### config.mk
export PLATFORM = sky130hd
export DESIGN_NAME = pars_first_pass
export DESIGN_NICKNAME = d
export VERILOG_FILES = /design/src/rtl/pars_pkg.sv /design/src/rtl/pars_pe.sv /design/src/rtl/pars_adder_tree.sv /design/src/rtl/pars_first_pass.sv
export SDC_FILE = /design/constraint.sdc
export NUM_CORES = 1
export LEC_CHECK = 0
export CORE_MARGIN = 3
export CORE_UTILIZATION = 43
export DETAILED_ROUTE_END_ITERATION = 10
export PLACE_DENSITY_LB_ADDON = 0.08
export SLEW_MARGIN = 15
export SYNTH_ARGS = -nofsm -noshare
export SYNTH_HDL_FRONTEND = slang
export SYNTH_SLANG_ARGS = --single-unit
export TNS_END_PERCENT = 1
### constraint.sdc
create_clock -name clk -period 2.2 [get_ports clk]
set_input_delay 0.66 -clock clk [delete_from_list [all_inputs] [get_ports clk]]
set_output_delay 0.66 -clock clk [all_outputs]
set_load 0.005 [all_outputs]
### src/rtl/pars_pkg.sv
package pars_pkg;
  localparam int SYM_W = 5;
  typedef logic [SYM_W-1:0] sym_t;
endpackage

### src/rtl/pars_pe.sv
module pars_pe
  import pars_pkg::*;
(
  input  sym_t a,
  input  sym_t b,
  output sym_t st,
  output logic chg
);
  sym_t common;

  always_comb begin
    common = a & b;
    chg    = (common == '0);
    st     = chg ? (a | b) : common;
  end
endmodule

### src/rtl/pars_adder_tree.sv
// Registered binary reduction of N single-bit flags; latency = clog2(N), N >= 2.
module pars_adder_tree #(
  parameter int N  = 4,
  parameter int CW = $clog2(N + 1)
) (
  input  logic          clk,
  input  logic          rst,
  input  logic          in_v,
  input  logic [N-1:0]  in_bits,
  output logic          out_v,
  output logic [CW-1:0] out_sum
);
  localparam int DEPTH = $clog2(N);
  localparam int NP    = 1 << DEPTH;

  logic [NP-1:0] padded;
  logic [CW-1:0] leaf [NP];
  logic [CW-1:0] acc  [1:NP-1];
  logic [DEPTH-1:0] vpipe;

  assign padded = NP'(in_bits);

  always_comb begin
    for (int i = 0; i < NP; i++) leaf[i] = CW'(padded[i]);
  end

  // heap layout: acc[1] is the root, acc[i] sums children 2i and 2i+1
  for (genvar i = 1; i < NP; i++) begin : g_node
    if (2 * i >= NP) begin : g_bottom
      always_ff @(posedge clk) acc[i] <= leaf[2*i-NP] + leaf[2*i-NP+1];
    end else begin : g_inner
      always_ff @(posedge clk) acc[i] <= acc[2*i] + acc[2*i+1];
    end
  end

  always_ff @(posedge clk) begin
    if (rst) vpipe <= '0;
    else begin
      vpipe[0] <= in_v;
      for (int d = 1; d < DEPTH; d++) vpipe[d] <= vpipe[d-1];
    end
  end

  assign out_v   = vpipe[DEPTH-1];
  assign out_sum = acc[1];

  assert_sum_bound_R5: assert property (@(posedge clk) disable iff (rst)
    out_v |-> (out_sum <= CW'(N)));
endmodule

### src/rtl/pars_first_pass.sv
module pars_first_pass
  import pars_pkg::*;
#(
  parameter int NODE_W    = 4,
  parameter int NUM_CHARS = 4,
  localparam int REF_W    = NODE_W + 1,
  localparam int TOPO_W   = 2 * REF_W,
  localparam int ROW_W    = NUM_CHARS * SYM_W,
  localparam int CNT_W    = $clog2(NUM_CHARS + 1),
  localparam int SCORE_W  = NODE_W + CNT_W
) (
  input  logic               clk,
  input  logic               rst,
  input  logic               start,
  input  logic [NODE_W-1:0]  node_count,
  output logic               done,
  output logic [SCORE_W-1:0] score,
  output logic [NODE_W-1:0]  ord_addr,
  input  logic [NODE_W-1:0]  ord_data,
  output logic [NODE_W-1:0]  topo_addr,
  input  logic [TOPO_W-1:0]  topo_data,
  output logic [NODE_W-1:0]  leaf_addr_l,
  input  logic [ROW_W-1:0]   leaf_data_l,
  output logic [NODE_W-1:0]  leaf_addr_r,
  input  logic [ROW_W-1:0]   leaf_data_r,
  output logic [NODE_W-1:0]  node_addr_l,
  input  logic [ROW_W-1:0]   node_data_l,
  output logic [NODE_W-1:0]  node_addr_r,
  input  logic [ROW_W-1:0]   node_data_r,
  output logic               node_we,
  output logic [NODE_W-1:0]  node_waddr,
  output logic [ROW_W-1:0]   node_wdata
);
  // ---------------- run control ----------------
  logic              busy, iss_v, start_ok, fin;
  logic [NODE_W-1:0] total, got, ord_q;
  logic [SCORE_W-1:0] acc;
  logic              sum_v;
  logic [CNT_W-1:0]  sum_out;

  assign start_ok = start && !busy && !done;
  assign fin      = sum_v && (got == total - 1'b1);
  assign ord_addr = ord_q;

  always_ff @(posedge clk) begin
    if (rst) begin
      busy  <= 1'b0;
      iss_v <= 1'b0;
      ord_q <= '0;
      total <= '0;
      got   <= '0;
      acc   <= '0;
      done  <= 1'b0;
      score <= '0;
    end else begin
      done <= 1'b0;
      if (start_ok) begin
        total <= node_count;
        ord_q <= '0;
        got   <= '0;
        acc   <= '0;
        iss_v <= (node_count != '0);
        busy  <= (node_count != '0);
        if (node_count == '0) begin
          done  <= 1'b1;
          score <= '0;
        end
      end else begin
        if (iss_v) begin
          if (ord_q == total - 1'b1) iss_v <= 1'b0;
          else ord_q <= ord_q + 1'b1;
        end
        if (sum_v) begin
          acc <= acc + SCORE_W'(sum_out);
          got <= got + 1'b1;
          if (fin) begin
            busy  <= 1'b0;
            done  <= 1'b1;
            score <= acc + SCORE_W'(sum_out);
          end
        end
      end
    end
  end

  // ---------------- node pipeline ----------------
  // B: list data back, topology read issued
  // C: topology back, child rows read issued
  // D: child rows back, states computed
  // E: result row written; F: previous write kept for forwarding
  logic              v_b, v_c, v_d, v_e, v_f;
  logic [NODE_W-1:0] id_c, id_d, id_e, id_f;
  logic [REF_W-1:0]  lref_c, rref_c, lref_d, rref_d;
  logic [ROW_W-1:0]  st_e, st_f, opl, opr, pe_row;
  logic [NUM_CHARS-1:0] chg_e, pe_chg;

  assign topo_addr   = ord_data;
  assign lref_c      = topo_data[TOPO_W-1:REF_W];
  assign rref_c      = topo_data[REF_W-1:0];
  assign leaf_addr_l = lref_c[NODE_W-1:0];
  assign node_addr_l = lref_c[NODE_W-1:0];
  assign leaf_addr_r = rref_c[NODE_W-1:0];
  assign node_addr_r = rref_c[NODE_W-1:0];

  always_ff @(posedge clk) begin
    if (rst) begin
      v_b <= 1'b0;
      v_c <= 1'b0;
      v_d <= 1'b0;
      v_e <= 1'b0;
      v_f <= 1'b0;
    end else begin
      v_b <= iss_v;
      v_c <= v_b;
      v_d <= v_c;
      v_e <= v_d;
      v_f <= v_e;
    end
  end

  always_ff @(posedge clk) begin
    id_c   <= ord_data;
    id_d   <= id_c;
    lref_d <= lref_c;
    rref_d <= rref_c;
    id_e   <= id_d;
    st_e   <= pe_row;
    chg_e  <= pe_chg;
    id_f   <= id_e;
    st_f   <= st_e;
  end

  // operand select: leaf row, or newest in-flight node row, or memory row
  always_comb begin
    if (lref_d[NODE_W])                            opl = leaf_data_l;
    else if (v_e && id_e == lref_d[NODE_W-1:0])    opl = st_e;
    else if (v_f && id_f == lref_d[NODE_W-1:0])    opl = st_f;
    else                                           opl = node_data_l;
    if (rref_d[NODE_W])                            opr = leaf_data_r;
    else if (v_e && id_e == rref_d[NODE_W-1:0])    opr = st_e;
    else if (v_f && id_f == rref_d[NODE_W-1:0])    opr = st_f;
    else                                           opr = node_data_r;
  end

  for (genvar j = 0; j < NUM_CHARS; j++) begin : g_pe
    pars_pe u_pe (
      .a  (opl[j*SYM_W +: SYM_W]),
      .b  (opr[j*SYM_W +: SYM_W]),
      .st (pe_row[j*SYM_W +: SYM_W]),
      .chg(pe_chg[j])
    );
  end

  assign node_we    = v_e;
  assign node_waddr = id_e;
  assign node_wdata = st_e;

  pars_adder_tree #(.N(NUM_CHARS), .CW(CNT_W)) u_tree (
    .clk    (clk),
    .rst    (rst),
    .in_v   (v_e),
    .in_bits(chg_e),
    .out_v  (sum_v),
    .out_sum(sum_out)
  );

  // ---------------- assertions ----------------
  assert_write_in_run_R2: assert property (@(posedge clk) disable iff (rst)
    node_we |-> busy);
  assert_issue_range_R4: assert property (@(posedge clk) disable iff (rst)
    iss_v |-> (ord_q < total));
  assert_done_pulse_R6: assert property (@(posedge clk) disable iff (rst)
    done |=> !done);
  assert_score_hold_R6: assert property (@(posedge clk) disable iff (rst)
    !done |-> $stable(score));
  assert_done_idle_R6: assert property (@(posedge clk) disable iff (rst)
    done |-> !busy);
  assert_start_ignored_R8: assert property (@(posedge clk) disable iff (rst)
    (busy && start) |=> $stable(total));
  assert_zero_no_write_R7: assert property (@(posedge clk) disable iff (rst)
    (start_ok && node_count == '0) |=> !node_we);
endmodule

==> flow_metrics.env <==
export IMPL_switching_share=0.280
export IMPL_cp_required_ns=2.51
export IMPL_status="complete, but fails checks"
export IMPL_overflow=0
export IMPL_rows=41
export IMPL_leakagePower_nw=3.54
export IMPL_clk_latency_ns=0.37
export IMPL_num_nets_final=958
export IMPL_postSynthNetCount=748
export IMPL_post_route_min_period_ns=2.36
export IMPL_maxCapViolations=0
export IMPL_dr_pass1_iters=5
export IMPL_place_area_um2=8030
export IMPL_dp_hpwl_um=13400
export IMPL_layout_common_cells="clkdlybuf4s50_1 (137), dfxtp_1 (95), buf_4 (78)"
export IMPL_cts_sinks=112
export IMPL_ys_async_sr_fraction=0
export IMPL_cp_top_family="simple AND/OR/NAND/NOR gates"
export IMPL_grt_max_degree=29
export IMPL_clkTransAtPathRegs_ns=0.07
export IMPL_grt_pass1_vias=5738
export IMPL_slew_viol_final=0
export IMPL_htree_levels=3
export IMPL_synth_edf_count=0
export IMPL_total_power_mw=5.32
export IMPL_fp_dieW_um=122
export IMPL_clockRootBuffer="clkbuf_16"
export IMPL_synth_main_ff_cell="dfxtp_1"
export IMPL_synth_cells=636
export IMPL_core_area_um2=12900
export IMPL_antenna_left=0
export IMPL_cpMaxStageDelayCell="dfxtp_4"
export IMPL_crit_path_start_kind="register"
export IMPL_syn2layout_area_growth_pct=53.2
export IMPL_period_share=1.07
export IMPL_cts_max_path_buffers=2
export IMPL_port_buffers=157
export IMPL_worstMarginPinSlew_ns=0.431
export IMPL_final_hold_viol_count=0
export IMPL_worst_path_buf_inv=2
export IMPL_failed_checks="setup timing"
export IMPL_die_h_um=122
export IMPL_avgSynthCellArea_um2=9.15
export IMPL_fin_ws_ns=-0.162
export IMPL_gp_congestion=0.896
export IMPL_yosysUniqueCellTypes=64
export IMPL_end_kind="register"
export IMPL_pwr_share_comb=0.240
export IMPL_post_place_ws_ns=-0.346
export IMPL_powerDensity_nw_per_um2=597
export IMPL_p_sw_mw=1.49
export IMPL_grt_pass1_wl_um=28900
export IMPL_path_cells="xnor2_4 -> and4_4 -> clkbuf_16 -> a21boi_1 -> o31ai_1 -> a22oi_2 -> nor4_4 -> buf_4 -> maj3_2"
export IMPL_finClkSkew_ns=0.0152
export IMPL_avgRoutedWirePerCell_um=18.5
export IMPL_io_pins=158
export IMPL_min_path_type="reg2reg"
export IMPL_setup_violations=18
export IMPL_grt_setup_unrepaired="true"
export IMPL_dieArea_um2=15000
export IMPL_drive_gt1_frac=0.278
export IMPL_cts_made_buffers=9
export IMPL_tritoncts="done"
export IMPL_synth_seq_cells=112
export IMPL_irDropWorstVdd_mv=0.415
export IMPL_drt_iter0_drc=404
export IMPL_n_antenna_cell=0
export IMPL_max_freq_ghz=0.423
export IMPL_clockPowerShare=0.318
export IMPL_p_int_mw=3.83
export IMPL_via_per_inst=5.48
export IMPL_totalWireLength_um=18900
export IMPL_antenna_found_initial=0
export IMPL_design_area_um2=8920
export IMPL_syn_area_um2=5820
export IMPL_crit_path_max_fanout=7
export IMPL_drc_errors=0
export IMPL_finalNonFillerCells=1023
export IMPL_final_common_cell="clkdlybuf4s50_1"
export IMPL_post_place_cells=990
export IMPL_crit_type="reg2reg"
export IMPL_arrival_ns=2.67
export IMPL_seq_area_frac_synth=0.385
export IMPL_slowest_delay_ns=0.38
export IMPL_grt_usage=0.248
export IMPL_via_count=5602
export IMPL_seqPwrFrac=0.443
export IMPL_yosys_warnings=0
export IMPL_initial_core_util=0.450
export IMPL_slew_limit_headroom=0.710
export IMPL_fin_tns_setup_ns=-1.78
==> logic make-up after synthesis <==
kind of cell             share of synthesized area
buffers and inverters                       0.0815
XOR/XNOR                                    0.0602
adder cells (fa/ha/maj)                     0.0552
flip-flops                                   0.385
AO/OA/AOI/OAI                                0.232
AND/OR/NAND/NOR                              0.164
multiplexers                                0.0224
==> cell usage after synthesis (all sizes together), types with 3 or more instances <==
| master | n | area, um^2 |
|---|---|---|
| dfxtp | 112 | 2240 |
| nand2 | 70 | 278 |
| nor2 | 62 | 235 |
| buf | 38 | 283 |
| a21boi | 37 | 278 |
| inv | 33 | 124 |
| nor3 | 29 | 145 |
| xnor2 | 29 | 254 |
| o31ai | 21 | 208 |
| o22ai | 17 | 113 |
| clkbuf | 16 | 60.1 |
| o221ai | 16 | 146 |
| maj3 | 15 | 169 |
| a32oi | 13 | 121 |
| mux2i | 13 | 130 |
| a22oi | 12 | 105 |
| xor2 | 11 | 96.3 |
| nor2b | 10 | 62.6 |
| ha | 9 | 113 |
| a31oi | 8 | 50.1 |
| a21oi | 6 | 30.0 |
| nand4 | 5 | 31.3 |
| nor4 | 5 | 91.3 |
| o21ai | 5 | 43.8 |
| o2bb2ai | 5 | 43.8 |
| a211oi | 4 | 45.1 |
| nand3 | 4 | 30.0 |
| o21a | 4 | 30.0 |
| a2111oi | 3 | 26.3 |
| o31a | 3 | 26.3 |
| o32ai | 3 | 48.8 |
==> flip-flops by register name, indices dropped and copies added, names as in the netlist, 2 cells and up <==
signal	count
u_tree.acc	7
node_wdata	20
id_c	4
id_f	4
score	7
node_waddr	4
lref_d	5
acc	7
got	4
ord_addr	4
chg_e	4
id_d	4
u_tree.vpipe	2
total	4
st_f	20
rref_d	5
==> final timing paths <==
check	cells past startpoint	start	end	slack, ns
max	9	rref_d[0]$_DFF_P_	node_wdata[13]$_DFF_P_	-0.16
min	0	id_c[2]$_DFF_P_	id_d[2]$_DFF_P_	0.33
max reg2reg	9	rref_d[0]$_DFF_P_	node_wdata[13]$_DFF_P_	-0.16
min reg2reg	0	id_c[2]$_DFF_P_	id_d[2]$_DFF_P_	0.33
==> power by group through the flow <==
stage	Clock, mW	Sequential [mW]	Combinational [mW]
global placement	0	2.38	1.12
detailed placement	0	2.38	1.14
global route	1.80	2.37	1.37
finish	1.69	2.35	1.27
CTS	1.71	2.34	1.18
floorplan	0	2.35	0.547
==> worst register-to-register path, delay by kind of cell, from the launching register on <==
family | cells | cell delay [ns]
AND/OR/NAND/NOR | 2 | 0.61
buffers and inverters | 2 | 0.37
AO/OA/AOI/OAI | 3 | 0.61
XOR/XNOR | 1 | 0.18
adder cells (fa/ha/maj) | 1 | 0.18
flip-flops | 1 | 0.38
==> through the flow <==
stage	hold slack [ns]	utilization
2_1_floorplan	0.310	-
3_3_place_gp	0.311	0.621
3_5_place_dp	0.312	0.621
4_1_cts	0.329	0.656
5_1_grt	0.334	0.690
6_report	0.328	0.690
==> per-layer routing <==
metal	share of wire	wire [um]	track usage
met1	0.43	8160	0.319
met3	0.066	1240	0.0502
met2	0.48	9060	0.411
met4	0.024	456	0.0952
met5	0	0	0
==> repair_timing <==
action	4_1_cts	5_1_grt
buffers inserted	6	13
cloned	0	1
pin swaps	16	36
gates resized for setup	54	64
setup endpoints to repair	43	35
hold buffers	0	0
==> area by class of cell <==
cell class	instances	area [um^2]
well taps	172	215
repair buffers	253	2460
clock inverters	6	67.6
inverters	35	131
fillers	1009	4010
clock buffers	10	229
multi-input cells	435	3540
flip-flops and latches	112	2270
Power figures use the tool's default switching activity.
